[src/rtl/h2s_pkg.sv]
package h2s_pkg;
  localparam int HALF_EXP_W = 5;
  localparam int HALF_FRC_W = 10;
  localparam int SGL_EXP_W  = 8;
  localparam int SGL_FRC_W  = 23;

  typedef enum logic [2:0] {
    CL_ZERO = 3'd0,
    CL_SUB  = 3'd1,
    CL_NORM = 3'd2,
    CL_INF  = 3'd3,
    CL_NAN  = 3'd4
  } fp_class_e;

  // Exponent offset between two biased formats
  function automatic int rebias(input int src_ew, input int dst_ew);
    return ((2 ** (dst_ew - 1)) - 1) - ((2 ** (src_ew - 1)) - 1);
  endfunction
endpackage

[src/rtl/h2s_classify.sv]
module h2s_classify
  import h2s_pkg::*;
#(
  parameter int EW = HALF_EXP_W,
  parameter int FW = HALF_FRC_W
) (
  input  logic [EW-1:0] exp_fld,
  input  logic [FW-1:0] frc_fld,
  output fp_class_e     cls,
  output logic          snan
);
  logic exp_zero, exp_full, frc_zero;

  assign exp_zero = (exp_fld == '0);
  assign exp_full = (exp_fld == '1);
  assign frc_zero = (frc_fld == '0);

  always_comb begin
    if (exp_zero)      cls = frc_zero ? CL_ZERO : CL_SUB;
    else if (exp_full) cls = frc_zero ? CL_INF  : CL_NAN;
    else               cls = CL_NORM;
  end

  assign snan = exp_full && !frc_zero && !frc_fld[FW-1];
endmodule

[src/rtl/h2s_lzc.sv]
module h2s_lzc #(
  parameter int W  = 10,
  localparam int CW = $clog2(W + 1)
) (
  input  logic [W-1:0]  vec,
  output logic [CW-1:0] cnt
);
  logic found;

  always_comb begin
    cnt   = CW'(W);
    found = 1'b0;
    for (int i = W - 1; i >= 0; i--) begin
      if (!found && vec[i]) begin
        cnt   = CW'(W - 1 - i);
        found = 1'b1;
      end
    end
  end
endmodule

[src/rtl/h2s_assemble.sv]
module h2s_assemble
  import h2s_pkg::*;
#(
  parameter int HE = HALF_EXP_W,
  parameter int HF = HALF_FRC_W,
  parameter int SE = SGL_EXP_W,
  parameter int SF = SGL_FRC_W,
  localparam int CW = $clog2(HF + 1)
) (
  input  logic          sgn,
  input  logic [HE-1:0] exp_fld,
  input  logic [HF-1:0] frc_fld,
  input  fp_class_e     cls,
  input  logic [CW-1:0] lz,
  input  logic          dflt_nan,
  output logic [SE+SF:0] word
);
  localparam int PAD = SF - HF;
  localparam int RB  = rebias(HE, SE);

  logic [HF-1:0] sub_frc;
  logic [SE-1:0] sub_exp, nrm_exp;

  assign sub_frc = frc_fld << (lz + 1'b1);
  assign sub_exp = SE'(RB) - SE'(lz);
  assign nrm_exp = SE'(RB) + SE'(exp_fld);

  always_comb begin
    unique case (cls)
      CL_ZERO: word = {sgn, {(SE + SF){1'b0}}};
      CL_INF:  word = {sgn, {SE{1'b1}}, {SF{1'b0}}};
      CL_SUB:  word = {sgn, sub_exp, sub_frc, {PAD{1'b0}}};
      CL_NAN: begin
        if (dflt_nan) word = {1'b0, {SE{1'b1}}, 1'b1, {(SF - 1){1'b0}}};
        else          word = {sgn, {SE{1'b1}}, 1'b1, frc_fld[HF-2:0], {PAD{1'b0}}};
      end
      default: word = {sgn, nrm_exp, frc_fld, {PAD{1'b0}}};
    endcase
  end
endmodule

[src/rtl/h2s_widen.sv]
module h2s_widen
  import h2s_pkg::*;
#(
  parameter int HE = HALF_EXP_W,
  parameter int HF = HALF_FRC_W,
  parameter int SE = SGL_EXP_W,
  parameter int SF = SGL_FRC_W,
  localparam int HW = 1 + HE + HF,
  localparam int SW = 1 + SE + SF,
  localparam int CW = $clog2(HF + 1)
) (
  input  logic          clk,
  input  logic          rst_n,
  input  logic          in_valid,
  input  logic [HW-1:0] in_half,
  input  logic          dflt_nan,
  input  logic          flag_clr,
  output logic          out_valid,
  output logic [SW-1:0] out_word,
  output logic          inv_flag
);
  fp_class_e     cls;
  logic          snan_evt, nan_evt;
  logic [CW-1:0] lz;
  logic [SW-1:0] conv;

  h2s_classify #(.EW(HE), .FW(HF)) u_cls (
    .exp_fld (in_half[HW-2 -: HE]),
    .frc_fld (in_half[HF-1:0]),
    .cls     (cls),
    .snan    (snan_evt)
  );

  h2s_lzc #(.W(HF)) u_lzc (
    .vec (in_half[HF-1:0]),
    .cnt (lz)
  );

  h2s_assemble #(.HE(HE), .HF(HF), .SE(SE), .SF(SF)) u_asm (
    .sgn      (in_half[HW-1]),
    .exp_fld  (in_half[HW-2 -: HE]),
    .frc_fld  (in_half[HF-1:0]),
    .cls      (cls),
    .lz       (lz),
    .dflt_nan (dflt_nan),
    .word     (conv)
  );

  assign nan_evt = (cls == CL_NAN);

  always_ff @(posedge clk or negedge rst_n) begin
    if (!rst_n) begin
      out_valid <= 1'b0;
      out_word  <= '0;
      inv_flag  <= 1'b0;
    end else begin
      out_valid <= in_valid;
      if (in_valid) out_word <= conv;
      inv_flag <= (inv_flag && !flag_clr) || (in_valid && snan_evt);
    end
  end
endmodule

[config.mk]
export PLATFORM = sky130hd
export DESIGN_NAME = h2s_widen
export DESIGN_NICKNAME = d
export VERILOG_FILES = /design/src/rtl/h2s_pkg.sv /design/src/rtl/h2s_classify.sv /design/src/rtl/h2s_lzc.sv /design/src/rtl/h2s_assemble.sv /design/src/rtl/h2s_widen.sv
export SDC_FILE = /design/constraint.sdc
export NUM_CORES = 1
export LEC_CHECK = 0
export ABC_AREA = 0
export BUFFER_PORTS_ARGS = -buffer_cell sky130_fd_sc_hd__buf_2
export CORE_ASPECT_RATIO = 0.75
export CORE_MARGIN = 2
export CORE_UTILIZATION = 45
export DETAILED_ROUTE_END_ITERATION = 8
export PLACE_DENSITY = 0.84
export SYNTH_ARGS = -nofsm -noshare
export SYNTH_HDL_FRONTEND = slang
export SYNTH_SLANG_ARGS = --single-unit
[constraint.sdc]
create_clock -name clk -period 0.8 [get_ports clk]
set_input_delay 0.12 -clock clk [delete_from_list [all_inputs] [get_ports clk]]
set_output_delay 0.12 -clock clk [all_outputs]
set_load 0.005 [all_outputs]
==> results.yml <==
status:
  status: "complete, but fails checks"
  violations: "design-rule violations, negative setup slack"
power:
  clkPwrFrac_pct: 19.7
  p_per_area_mw_per_mm2: 1210
  seqPwrFrac_pct: 28.3
  power.switching_uw: 1660
  p_int_uw: 2580
  vdd_ir_drop_max_mv: 1.34
  switching_share_pct: 39.2
  total_power_uw: 4240
  p_leak_uw: 0.00159
  combPwrFrac_pct: 52.0
synth:
  synthArstFlopShare_pct: 100
  synth_top_cell_area_share_pct: 28.1
  yosys_warnings: 0
  ys_seq_area_share_pct: 28.1
  syn-cell-area_sq_mm: 0.00178
  syn_inst: 221
  synth_area_leaders: "dfrtp_1, buf_4, nor2_1"
  synth_top_area_cell: "dfrtp_1"
  synth_cell_types: 61
  ys.flop_type: "dfrtp_1"
  syn_area_per_cell_sq_um: 8.05
  ys_ff_latch: 20
  synth_edf_count: 0
cells_and_area:
  drive_gt1_share_pct: 64.8
  syn_to_final_growth_pct: 96.9
  mostFrequentLayoutCells: "buf_4, buf_2, buf_6"
  nets: 390
  mostFrequentLayoutCell: "buf_4"
  n_antenna_cell: 0
  nFillCells: 113
grt:
  antenna_found_initial: 1
  grt_max_degree: 23
  grt_pass1_vias: 2760
  track_usage_pct: 43.7
  grt-ovfl-total: 0
  grt_pass1_wl_um: 14900
clocking:
  root_buffer: "clkbuf_8"
  tritoncts: "built"
  path_clk_slew_ns: 0.08
  cts.sinks: 20
  clk_latency_ns: 0.28
  h-tree-depth: 1
  cts_buffers: 3
  cts_buffer_depth: 2
routing:
  viasPerCell: 7.48
  vias: 3125
  drt_iter0_drc: 726
  drt-total-wl_um: 13200
  firstDrtPassIters: 9
  ant_nets: 0
  drcViolationCount: 3
  routedWlPerCell_um: 31.5
min_path:
  hold_depth: 2
  holdPathEnd: "inv_flag"
  worstHoldStart: "flag_clr"
  hold_class: "in -> reg"
critical_path:
  r2r-start: "out_word[26]"
  reg2reg_slack_ns: -0.15
  start_kind: "input pin"
  reg2reg_depth: 3
  critPathMaxFanout: 7
  worstSetupEndpointType: "flop"
  arrival_ns: 2.53
  cp.required_ns: 0.99
  r2r_end: "out_word[26]"
  crit_type: "in -> reg"
timing:
  skew_ns: 0
  rsz0062_at_grt: "true"
  period_share_pct: 293
  slew_headroom_pct: 55.3
  hold_viol: 0
  drv_slew: 0
  setup_viol: 40
  worst_pin_slew_ns: 0.660
  max_freq_mhz: 426
  fin_ws_ns: -1.55
  tns_ns: -21.37
  period_needed_ns: 2.35
place:
  hpwl_um: 5030
  io_buffer_count: 41
  gp_congestion: 1.07
die:
  dieWidth_um: 76.6
  ios: 55
  die_y_um: 58.5
  start_util_pct: 47.7
  core_sq_mm: 0.00373
  dieArea_sq_mm: 0.00448
  rows: 19
job:
  maxCapViolCount: 0
final cells by class:
cell class              count  area [sq um]  area share (%)
clock buffers               4          55.1            1.57
inverters                   7          33.8           0.964
flip-flops and latches     20           500            14.3
multi-input cells         177          1560            44.6
repair buffers            158          1290            36.7
well taps                  52          65.1            1.86
flip-flops by register name, indices dropped and copies added (netlist names):
register and cells:
out_word 18, inv_flag 1, out_valid 1
Yosys cell counts (all sizes together) (4+ instances only):
master	n
o211ai	4
o311ai	4
nand3	9
a31oi	4
nand2	18
o21ai	10
a21oi	18
a211o	5
inv	7
clkbuf	10
a211oi	4
nor2	29
dfrtp	20
buf	19
logic make-up (layout without fill, tap and decap cells):
family / Yosys count / in the layout / share of synthesized area (%)
flops: 20 / 20 / 28.1
other cells: 1 / 13 / 0.211
mux: 4 / 4 / 2.32
compound gates: 72 / 72 / 29.3
fa+ha+maj: 2 / 2 / 1.41
simple gates: 83 / 83 / 24.5
buf+inv: 36 / 169 / 11.5
xor+xnor: 3 / 3 / 2.53
power by group through the flow:
stage,Sequential (uW),Combinational (uW),Clock [uW]
2_1_floorplan,1200,709,0
3_3_place_gp,1190,1260,0
3_5_place_dp,1190,1280,0
4_1_cts,1170,1630,793
5_1_grt,1200,2270,858
6_report,1200,2200,833
timing repair:
action / 4_1_cts / 5_1_grt
endpoints found under the hold margin: 20 / 0
endpoints found under the setup margin: 39 / 40
resized for setup: 76 / 61
hold buffers: 1 / 0
pin swaps: 31 / 32
cloned: 0 / 0
buffers inserted: 37 / 22
how the worst max path moves through the flow:
stage          startpoint            to  slack (ns)  cells after the start
2_1_floorplan  in_half[8]  out_word[20]       -1.55                     13
3_3_place_gp   in_half[4]  out_word[17]       -1.64                     12
3_5_place_dp   in_half[4]  out_word[17]       -1.62                     12
4_1_cts        in_half[9]  out_word[19]       -1.19                     12
5_1_grt        in_half[9]  out_word[21]       -1.58                     13
6_report       in_half[4]  out_word[21]       -1.55                     12
critical path, cell delays in order:
cell      delay, ns
buf_8          0.12
nor3_2         0.45
nand3_4        0.12
o21a_1         0.18
nand2_4        0.10
inv_4          0.05
ha_4           0.19
xor2_4         0.20
buf_4          0.18
nor3_2         0.38
a21oi_1        0.18
a211oi_1       0.25
metrics by stage:
stage / cell area (sq um) / std cells / setup slack [ns] / hold slack, ns / util, %
floorplan: 2010 / 233 / -1.55 / -0.176 / -
global placement: 2540 / 366 / -1.64 / 0.0827 / 68.2
detailed placement: 2540 / 366 / -1.62 / 0.0928 / 68.2
CTS: 3180 / 407 / -1.19 / 0.0356 / 85.1
global route: 3500 / 418 / -1.58 / 0.0426 / 93.9
finish: 3500 / 418 / -1.55 / 0.0366 / 93.9
layer usage:
layer  share of wire (%)  wire length [um]  GRT usage (%)  vias to the layer above
met5                0.12                16              0                        -
li1                    -                 -              -                     1083
met1                  31              4020           50.6                     1389
met2                  38              5000           74.3                      434
met4                  14              1820           23.9                        2
met3                  17              2300           13.2                      217
(Power assumes the default switching activity.)
